--- config.mk ---
export PLATFORM = sky130hd
export DESIGN_NAME = i2c_cond_ctrl
export DESIGN_NICKNAME = d
export VERILOG_FILES = /design/src/rtl/i2c_cond_pkg.sv /design/src/rtl/i2c_line_mon.sv /design/src/rtl/i2c_half_timer.sv /design/src/rtl/i2c_cond_fsm.sv /design/src/rtl/i2c_cond_ctrl.sv
export SDC_FILE = /design/constraint.sdc
export NUM_CORES = 1
export LEC_CHECK = 0
export ABC_AREA = 1
export BUFFER_PORTS_ARGS = -buffer_cell sky130_fd_sc_hd__buf_2
export CORE_MARGIN = 3
export CORE_UTILIZATION = 55
export DETAILED_ROUTE_END_ITERATION = 16
export PLACE_DENSITY_LB_ADDON = 0.3
export SYNTH_ARGS = -nofsm -noshare
export SYNTH_HDL_FRONTEND = slang
export SYNTH_SLANG_ARGS = --single-unit
--- constraint.sdc ---
create_clock -name clk -period 2.4 [get_ports clk]
set_clock_uncertainty 0.15 [all_clocks]
set_input_delay 0.48 -clock clk [delete_from_list [all_inputs] [get_ports clk]]
set_output_delay 0.48 -clock clk [all_outputs]
set_load 0.005 [all_outputs]
--- src/rtl/i2c_cond_pkg.sv ---
package i2c_cond_pkg;
  typedef enum logic [3:0] {
    ST_IDLE,   // nothing owned, lines released
    ST_WAIT,   // START pending, bus owned by someone else
    ST_GAP,    // half period after bus freed
    ST_SHOLD,  // SDA low, SCL high: START being held
    ST_MST,    // master between operations, SCL held low
    ST_PA,     // stop: SDA low with SCL low
    ST_PB,     // stop: SCL released, SDA low
    ST_PC,     // stop: SDA released, waiting to see STOP
    ST_RA,     // repeated start: SDA released, SCL low
    ST_RB      // repeated start: both released
  } cond_st_t;
endpackage

--- src/rtl/i2c_line_mon.sv ---
module i2c_line_mon #(
  parameter int STAGES = 2
) (
  input  logic clk,
  input  logic rst_n,
  input  logic sda_i,
  input  logic scl_i,
  input  logic force_free,
  output logic stop_det,
  output logic bus_busy
);
  logic [STAGES-1:0] sda_sh, scl_sh;
  logic sda_s, scl_s, sda_p, scl_p;
  logic start_det, busy_d, busy_q;

  always_ff @(posedge clk or negedge rst_n) begin
    if (!rst_n) begin
      sda_sh <= '1;
      scl_sh <= '1;
      sda_p  <= 1'b1;
      scl_p  <= 1'b1;
      busy_q <= 1'b0;
    end else begin
      sda_sh <= {sda_sh[STAGES-2:0], sda_i};
      scl_sh <= {scl_sh[STAGES-2:0], scl_i};
      sda_p  <= sda_s;
      scl_p  <= scl_s;
      busy_q <= busy_d;
    end
  end

  assign sda_s     = sda_sh[STAGES-1];
  assign scl_s     = scl_sh[STAGES-1];
  assign start_det = scl_s & scl_p & sda_p & ~sda_s;
  assign stop_det  = scl_s & scl_p & ~sda_p & sda_s;

  always_comb begin
    busy_d = busy_q;
    if (force_free || stop_det) busy_d = 1'b0;
    else if (start_det)         busy_d = 1'b1;
  end

  assign bus_busy = busy_q;
endmodule

--- src/rtl/i2c_half_timer.sv ---
module i2c_half_timer #(
  parameter int HALF = 8
) (
  input  logic clk,
  input  logic rst_n,
  input  logic load,
  output logic done
);
  localparam int W = $clog2(HALF + 1);
  logic [W-1:0] cnt_q, cnt_d;

  always_comb begin
    if (load)             cnt_d = W'(HALF);
    else if (cnt_q != '0) cnt_d = cnt_q - W'(1);
    else                  cnt_d = cnt_q;
  end

  always_ff @(posedge clk or negedge rst_n) begin
    if (!rst_n) cnt_q <= '0;
    else        cnt_q <= cnt_d;
  end

  assign done = (cnt_q == W'(1));
endmodule

--- src/rtl/i2c_cond_fsm.sv ---
module i2c_cond_fsm
  import i2c_cond_pkg::*;
(
  input  logic clk,
  input  logic rst_n,
  input  logic en,
  input  logic sta,
  input  logic sto,
  input  logic bus_busy,
  input  logic stop_det,
  input  logic byte_done,
  input  logic tmr_done,
  output logic tmr_load,
  output logic sta_clr,
  output logic sto_clr,
  output logic force_free,
  output logic sda_pull_n,
  output logic scl_pull_n,
  output logic is_master,
  output logic mst_gain,
  output logic mst_loss,
  output logic slave_rst
);
  cond_st_t st_q, st_d;
  logic m_q, m_d, xfer_q, xfer_d;
  logic gain_q, loss_q, srst_q, srst_d;

  always_comb begin
    st_d = st_q; m_d = m_q; xfer_d = xfer_q;
    sta_clr = 1'b0; sto_clr = 1'b0; force_free = 1'b0; srst_d = 1'b0;
    if (!en) begin
      st_d = ST_IDLE; m_d = 1'b0; xfer_d = 1'b0;
    end else begin
      unique case (st_q)
        ST_IDLE: begin
          if (sto) begin
            sto_clr = 1'b1; force_free = 1'b1; srst_d = 1'b1;
          end
          if (sta) st_d = sto ? ST_GAP : (bus_busy ? ST_WAIT : ST_SHOLD);
        end
        ST_WAIT: begin
          if (sto) begin
            sto_clr = 1'b1; force_free = 1'b1; srst_d = 1'b1;
            st_d = ST_GAP;
          end else if (!sta)   st_d = ST_IDLE;
          else if (stop_det)   st_d = ST_GAP;
        end
        ST_GAP: begin
          if (!sta)          st_d = ST_IDLE;
          else if (tmr_done) st_d = ST_SHOLD;
        end
        ST_SHOLD: if (tmr_done) begin
          st_d = ST_MST; m_d = 1'b1; sta_clr = 1'b1; xfer_d = 1'b0;
        end
        ST_MST: begin
          if (byte_done) xfer_d = 1'b1;
          if (sto)                 st_d = ST_PA;
          else if (sta && xfer_q)  st_d = ST_RA;
        end
        ST_PA: if (tmr_done) st_d = ST_PB;
        ST_PB: if (tmr_done) st_d = ST_PC;
        ST_PC: if (stop_det) begin
          st_d = ST_IDLE; m_d = 1'b0; sto_clr = 1'b1; xfer_d = 1'b0;
        end
        ST_RA: if (tmr_done) st_d = ST_RB;
        ST_RB: if (tmr_done) st_d = ST_SHOLD;
        default: st_d = ST_IDLE;
      endcase
    end
  end

  assign tmr_load = (st_d != st_q) &&
                    (st_d inside {ST_GAP, ST_SHOLD, ST_PA, ST_PB, ST_RA, ST_RB});

  always_ff @(posedge clk or negedge rst_n) begin
    if (!rst_n) begin
      st_q   <= ST_IDLE;
      m_q    <= 1'b0;
      xfer_q <= 1'b0;
      gain_q <= 1'b0;
      loss_q <= 1'b0;
      srst_q <= 1'b0;
    end else begin
      st_q   <= st_d;
      m_q    <= m_d;
      xfer_q <= xfer_d;
      gain_q <= m_d & ~m_q;
      loss_q <= ~m_d & m_q;
      srst_q <= srst_d;
    end
  end

  // SDA stays pulled in ST_MST until the data stage takes over the line
  assign sda_pull_n = !(st_q inside {ST_SHOLD, ST_MST, ST_PA, ST_PB});
  assign scl_pull_n = !(st_q inside {ST_MST, ST_PA, ST_RA});
  assign is_master  = m_q;
  assign mst_gain   = gain_q;
  assign mst_loss   = loss_q;
  assign slave_rst  = srst_q;
endmodule

--- src/rtl/i2c_cond_ctrl.sv ---
module i2c_cond_ctrl #(
  parameter int HALF        = 8,
  parameter int SYNC_STAGES = 2
) (
  input  logic clk,
  input  logic rst_n,
  input  logic en,
  input  logic sw_wr,
  input  logic sw_sta,
  input  logic sw_sto,
  input  logic byte_done,
  input  logic sda_i,
  input  logic scl_i,
  output logic sda_pull_n,
  output logic scl_pull_n,
  output logic sta_bit,
  output logic sto_bit,
  output logic is_master,
  output logic bus_busy,
  output logic mst_gain,
  output logic mst_loss,
  output logic slave_rst
);
  logic sta_q, sta_d, sto_q, sto_d;
  logic sta_clr, sto_clr, force_free, stop_det, tmr_load, tmr_done;

  // a software write takes precedence over a hardware clear in the same cycle
  always_comb begin
    sta_d = sw_wr ? sw_sta : (sta_clr ? 1'b0 : sta_q);
    sto_d = sw_wr ? sw_sto : (sto_clr ? 1'b0 : sto_q);
  end

  always_ff @(posedge clk or negedge rst_n) begin
    if (!rst_n) begin
      sta_q <= 1'b0;
      sto_q <= 1'b0;
    end else begin
      sta_q <= sta_d;
      sto_q <= sto_d;
    end
  end

  i2c_line_mon #(.STAGES(SYNC_STAGES)) u_mon (
    .clk(clk), .rst_n(rst_n), .sda_i(sda_i), .scl_i(scl_i),
    .force_free(force_free), .stop_det(stop_det), .bus_busy(bus_busy)
  );

  i2c_half_timer #(.HALF(HALF)) u_tmr (
    .clk(clk), .rst_n(rst_n), .load(tmr_load), .done(tmr_done)
  );

  i2c_cond_fsm u_fsm (
    .clk(clk), .rst_n(rst_n), .en(en), .sta(sta_q), .sto(sto_q),
    .bus_busy(bus_busy), .stop_det(stop_det), .byte_done(byte_done),
    .tmr_done(tmr_done), .tmr_load(tmr_load), .sta_clr(sta_clr),
    .sto_clr(sto_clr), .force_free(force_free), .sda_pull_n(sda_pull_n),
    .scl_pull_n(scl_pull_n), .is_master(is_master), .mst_gain(mst_gain),
    .mst_loss(mst_loss), .slave_rst(slave_rst)
  );

  assign sta_bit = sta_q;
  assign sto_bit = sto_q;
endmodule

# --- Yosys cells after proc, flatten, opt, wreduce, memory -nomap -nowiden ---
# Index checks and enable logic that the tools add are counted.
word_totals:
  register_bits: 22
  latch_bits: 0
  ram_bits: 0
  mem_bits_ro: 0
  input_bits: 9
  output_inout_bits: 9
  elab_cells: 106
  memories: 0
op_classes:
  addsub: 1
  n_mul: 0
  n_div: 0
  n_lt_le_gt_ge: 0
  eq_ne: 21
  n_shift: 0
  mux: 43
  n_bitwise: 11
  n_reduce_logical: 16
ops:
  columns: ["cell", "count"]
  rows:
  - ["$mux W4", 17]
  - ["$pmux W4 S10", 1]
  - ["$eq A4 B3 Y1 const B", 6]
  - ["$mux W1", 21]
  - ["$eq A4 B2 Y1 const B", 4]
  - ["$eq A4 B4 Y1 const B", 4]
  - ["$eq A4 B1 Y1 const B", 2]
  - ["$reduce_bool A2 Y1", 4]
  - ["$reduce_bool A4 Y1", 2]
  - ["$and A1 B1 Y1", 7]
  - ["$ne A3 B3 Y1 const B", 2]
  - ["$reduce_bool A6 Y1", 1]
  - ["$logic_not A4 Y1", 1]
  - ["$ne A4 B1 Y1 const B", 1]
  - ["$ne A4 B4 Y1", 1]
  - ["$not A1 Y1", 4]
  - ["$pmux W1 S2", 2]
  - ["$reduce_and A4 Y1", 1]
  - ["$sub A4 B1 Y4 const B", 1]
  - ["$ne A3 B2 Y1 const B", 1]
  - ["$pmux W1 S3", 1]
  - ["$reduce_bool A3 Y1", 1]
  - ["$logic_and A1 B1 Y1", 2]
  - ["$logic_not A1 Y1", 2]
  - ["3 further kinds", 3]

# --- Longest topological paths before layout ---
depth:
  word_depth: 12
  ltp_mapped: 15
  depth_no_buf: 15

# --- Cells and area by module ---
# Synthesis repeated with hierarchy kept, for this count alone.
hier_totals:
  cells_unflattened: 205
  hier_area_um2: 1412.6
by_module_without_submodules:
  columns: ["mod", "instances", "cells_each", "area_per_inst_um2", "seq_area_each_um2"]
  rows:
  - ["i2c_cond_fsm", 1, 144, 849.6, 225.2]
  - ["i2c_half_timer", 1, 32, 252.7, 100.1]
  - ["i2c_line_mon", 1, 19, 230.2, 182.7]
  - ["i2c_cond_ctrl", 1, 10, 80.1, 50.0]

# --- Worst setup path before layout ---
# OpenSTA, ideal clock, no wires.
synth_timing:
  kind: "register to register"
  start: "register u_tmr.cnt_q[1]"
  end: "register u_tmr.cnt_q[3]"
  setup_ps: 126
  arrival_ps: 1559
  required_ps: 2124
  slack_ps: 565
  stages_incl_launch_ff: 14
  n_path_buf: 0
  period_less_slack_ps: 1835
  cell_sequence: "dfrtp_1 > inv_1 > ha_1 > nand3_1 > nand2_2 > inv_1 > nor2_1 > nand3_2 > nand2_1 > nand2_1 > nand2_1 > nand3_2 > nand2_4 > o21ai_0"
synth_between:
  elab_chain_cells: 9
  word_cells_on_any_way: 23
  cone_classes: "1 x add/sub; 8 x eq/ne; 10 x mux; 4 x reduce/logical"
synth_rtl:
  columns: ["element", "line", "text"]
  rows:
  - ["start: declaration", "i2c_half_timer.sv:10", "logic [W-1:0] cnt_q, cnt_d;"]
  - ["start signal: assignment", "i2c_half_timer.sv:20", "else cnt_q <= cnt_d;"]
  - ["$eq A4 B1 Y1", "i2c_half_timer.sv:23", "assign done = (cnt_q == W'(1));"]
  - ["$mux W4", "i2c_cond_fsm.sv:50, i2c_cond_fsm.sv:66", null]
  - ["$mux W4", "i2c_cond_fsm.sv:49", "if (!sta) st_d = ST_IDLE;"]
  - ["$pmux W4 S10", "i2c_cond_fsm.sv:34", "unique case (st_q)"]
  - ["$mux W4", "i2c_cond_fsm.sv:31", "if (!en) begin"]
  - ["$eq A4 B2 Y1 (tied with other cells)", "i2c_cond_fsm.sv:73", "(st_d inside {ST_GAP, ST_SHOLD, ST_PA, ST_PB, ST_RA, ST_RB});"]
  - ["$reduce_bool A6 Y1", "i2c_cond_fsm.sv:73", null]
  - ["$logic_and A1 B1 Y1", "i2c_cond_fsm.sv:72", "assign tmr_load = (st_d != st_q) &&"]
  - ["$mux W4 or $reduce_bool A2 Y1 (tied branches)", null, null]
# Several ways; a longest one is shown, not always the timed one. The select of a mux whose other input is x is not followed.
# A chain may end at the register's enable or synchronous reset.

# --- Worst setup path in the final report ---
layout_timing:
  start: "register u_fsm.st_q[1]"
  end: "output port sda_pull_n"
layout_between:
  elab_chain_cells: 3
  word_cells_on_any_way: 6
  cone_classes: "4 x eq/ne; 2 x reduce/logical"
layout_rtl:
  columns: ["element", "line", "text"]
  rows:
  - ["start: declaration", "i2c_cond_fsm.sv:24", "cond_st_t st_q, st_d;"]
  - ["start signal: assignment", "i2c_cond_fsm.sv:84", "st_q <= st_d;"]
  - ["$eq A4 B2 Y1 or $eq A4 B3 Y1 (tied branches)", "i2c_cond_fsm.sv:94", "assign sda_pull_n = !(st_q inside {ST_SHOLD, ST_MST, ST_PA, ST_PB});"]
  - ["$reduce_bool A4 Y1 (*)", "i2c_cond_fsm.sv:94", null]
  - ["$logic_not A1 Y1 (*)", "i2c_cond_fsm.sv:94", null]
  - ["end: declaration", "i2c_cond_ctrl.sv:14", "output logic sda_pull_n,"]
# Every way passes the cells marked *; elsewhere a longest branch is shown, timed or not.

==> flow_summary_export.csv <==
group,metric,value,unit
floorplanning,die_area,3100,sq um
synth,synthesis.nets,189,
sta,setup_viol,0,
setup_path,rr_endpoint,"u_tmr.cnt_q[3]$_DFFE_PN0P_",
power,power_leakage,0.852,nW
power,p_comb_share,36.8,%
power,sw_frac_of_total,38.8,%
detailed_routing,vias,1255,
power,power_density,724,nW/um^2
detailed_routing,drt-wirelength-per-cell,13.7,microns
synth,netlist_area,1360,sq um
power,p_sw,0.426,mW
sta,fin_tns_setup,0,ns
synth,synth-seq-cells,22,
layout,area_growth,12.0,%
synth,synth_cells,177,
placement,dp.cells,220,
sta,worst_slew_pin_slew,0.504,ns
sta,final_max_slew_viol_count,0,
layout,layoutNonFillerInstCount,225,
worst_hold_path,hold_class,"input pin to flop",
layout,nNetsFinal,210,
setup_path,cp_data_required_time,1.77,ns
setup_path,endpoint,"sda_pull_n",
clock_tree,cts_made_buffers,3,
layout,utilization,66.7,%
setup_path,end_kind,"primary output",
setup_path,startpoint,"u_fsm.st_q[1]$_DFF_PN0_",
placement,place_hpwl,2270,microns
detailed_routing,drc_errors,0,
power,p_total,1.10,mW
layout,seqCellArea,558,sq um
detailed_routing,dr.pass1.iters,4,
power,ir_drop,0.632,mV
detailed_routing,antenna_left,0,
setup_path,reg2reg_setup_slack,0.26,ns
floorplanning,chipWidth,55.7,microns
synth,yosysSeqAreaShare,41.1,%
clock_tree,root_buffer,"clkbuf_4",
sta,slew_headroom,66.4,%
sta,fin_crit,2.23,ns
floorplanning,num_rows,17,
floorplanning,core_region_area,2280,sq um
setup_path,reg2reg_depth,11,
clock_tree,cts_tree,"done",
detailed_routing,drtIter0Drc,69,
power,p_int,0.673,mW
synth,ys_warn_count,0,
sta,rsz0062_at_grt,"false",
power,p_clk_share,18.7,%
clock_tree,clk_path_buf_depth,2,
global_route,first_global_vias,1235,
placement,numPortBuffers,17,
sta,finalCritPeriodShare,92.8,%
global_route,grt_usage,21.6,%
layout,multiInputGateArea,701,sq um
layout,fillCellCount,202,
floorplanning,num_io_pins,18,
setup_path,worstSetupStartpointType,"flop",
setup_path,cp_max_fo,8,
floorplanning,floorplan.initialDensity,59.6,%
clock_tree,clock_sinks,22,
sta,report.final.hold_viol_count,0,
setup_path,r2r_start,"u_fsm.st_q[1]$_DFF_PN0_",
global_route,gr-total-overflow,0,
clock_tree,clkLatencyLatePin,0.31,ns
clock_tree,clk_pin_slew,0.13,ns
sta,fin_hold_ws,0.106,ns
layout,antennaDiodeCount,0,
global_route,antenna_found_initial,0,
status,status,"completed",
detailed_routing,drt-total-wl,3090,microns
setup_path,critPathKind,"flop to primary output",
global_route,grt_pass1_wl,5360,microns
setup_path,worstPathArrival,1.60,ns
sta,fmax,449,MHz
placement,gp_congestion,0.929,
flow_run,cap_violations,0,
synth,syn_area_per_cell,7.66,sq um
floorplanning,die_y,55.7,microns
global_route,grt_max_degree,23,
layout,drive_gt1_share,28.4,%
detailed_routing,viasPerCell,5.58,
synth,synth_cell_types,28,
clock_tree,htree_levels,1,
power,pwr-share-seq,44.5,%
cell usage after synthesis:
master	count	area share (%)
a21oi_1	3	1.1
a31oi_1	2	0.92
a31oi_2	1	0.92
buf_2	1	0.37
buf_4	1	0.55
dfrtp_1	16	30
dfstp_2	6	12
ha_1	3	2.8
inv_1	21	5.8
inv_2	4	1.1
nand2_1	41	11
nand2_2	7	3.2
nand2_4	2	1.7
nand3_1	19	7.0
nand3_2	6	4.4
nand4_1	2	0.92
nor2_1	20	5.5
nor2_2	4	1.8
nor2_4	3	2.5
nor3_1	3	1.1
nor4_1	1	0.46
o21a_1	1	0.55
o21ai_0	5	1.8
o21ai_1	1	0.37
o31ai_1	1	0.55
o41ai_1	1	0.65
xnor2_1	1	0.65
xor2_1	1	0.65
state kept, by name, summed over array words and instances (netlist names), 2 cells and up:
signal / count
u_fsm.st_q: 4
u_mon.sda_sh: 2
u_tmr.cnt_q: 4
u_mon.scl_sh: 2
cell usage in the layout, fill, tap and decap left out:
cell,Yosys,layout
nor2_1,20,20
nor2_2,4,4
ha_1,3,3
o21ai_0,5,5
o21a_1,1,1
o21ai_2,0,1
nor3_1,3,3
nand2_4,2,2
nand3_2,6,7
nor4_1,1,1
o41ai_1,1,1
a31oi_1,2,2
inv_2,4,4
nand3_1,19,18
dfrtp_1,16,16
a31oi_2,1,1
inv_1,21,21
nand2_1,41,41
nand2_2,7,7
nor2_4,3,3
clkbuf_4,0,3
dlygate4sd3_1,0,1
xor2_1,1,1
a21oi_1,3,3
buf_2,1,17
xnor2_1,1,1
dfstp_2,6,6
o31ai_1,1,1
clkbuf_8,0,1
nand4_1,2,2
worst min path at each step:
stage / start / to / slack [ns] / depth (start not counted)
finish: scl_i / u_mon.scl_sh[0]$_DFF_PN1_ / 0.11 / 1
CTS: sda_i / u_mon.sda_sh[0]$_DFF_PN1_ / 0.11 / 1
floorplan: rst_n / sta_bit$_DFFE_PN0P_ / 0.03 / 0
global placement: u_mon.sda_sh[0]$_DFF_PN1_ / u_mon.sda_sh[1]$_DFF_PN1_ / 0.20 / 0
global route: sda_i / u_mon.sda_sh[0]$_DFF_PN1_ / 0.1 / 1
detailed placement: u_mon.sda_sh[0]$_DFF_PN1_ / u_mon.sda_sh[1]$_DFF_PN1_ / 0.20 / 0
layer usage:
| metal | GRT usage [%] | part of all wire (%) |
|---|---|---|
| met1 | 27.1 | 44 |
| met2 | 35.8 | 47 |
| met3 | 4.64 | 7.5 |
| met4 | 9.03 | 2.0 |
| met5 | 0 | 0 |
what timing repair did:
item | CTS | global route
hold buffers | 1 | 0
hold endpoints to repair | 16 | 0
gates resized for setup | 0 | 2
setup buffers | 0 | 0
endpoints found under the setup margin | 0 | 5
kinds of logic (layout without fill, tap and decap cells):
family	count (synthesis)	count (layout)	share of synthesized area, %
xor+xnor	2	2	1.29
fa+ha+maj	3	3	2.77
compound gates	15	15	6.92
flops	22	22	41.1
buf+inv	27	47	7.84
simple gates	108	108	40.0
worst max-delay path, stage by stage, from the launching register on:
cell and delay [ns]:
dfrtp_1 0.55, inv_1 0.18, nor2_1 0.23, o21ai_2 0.12, inv_1 0.07, nor2_1 0.03, buf_2 0.12
area by class of cell:
cell class,instances,share of cell area [%]
tap,28,2.31
inverter,25,6.18
sequential,22,36.7
multi-input combinational,128,46.1
clock buffer,4,2.39
timing repair buffer,18,6.26
power by group through the flow:
stage          logic (mW)  clock network (mW)  registers [mW]
2_1_floorplan       0.312                   0           0.475
3_3_place_gp        0.371                   0           0.490
3_5_place_dp        0.387                   0           0.492
4_1_cts             0.393               0.206           0.488
5_1_grt             0.461               0.221           0.497
6_report            0.405               0.205           0.489
metrics by stage:
| step | setup slack [ns] | instance area (sq um) |
|---|---|---|
| after detailed placement | 0.247 | 1460 |
| after global placement | 0.292 | 1460 |
| final | 0.173 | 1520 |
| after global routing | 0.0301 | 1520 |
| after CTS | 0.116 | 1510 |
| after floorplan | 0.565 | 1360 |
Note: power is estimated with default switching activity, not from simulation.
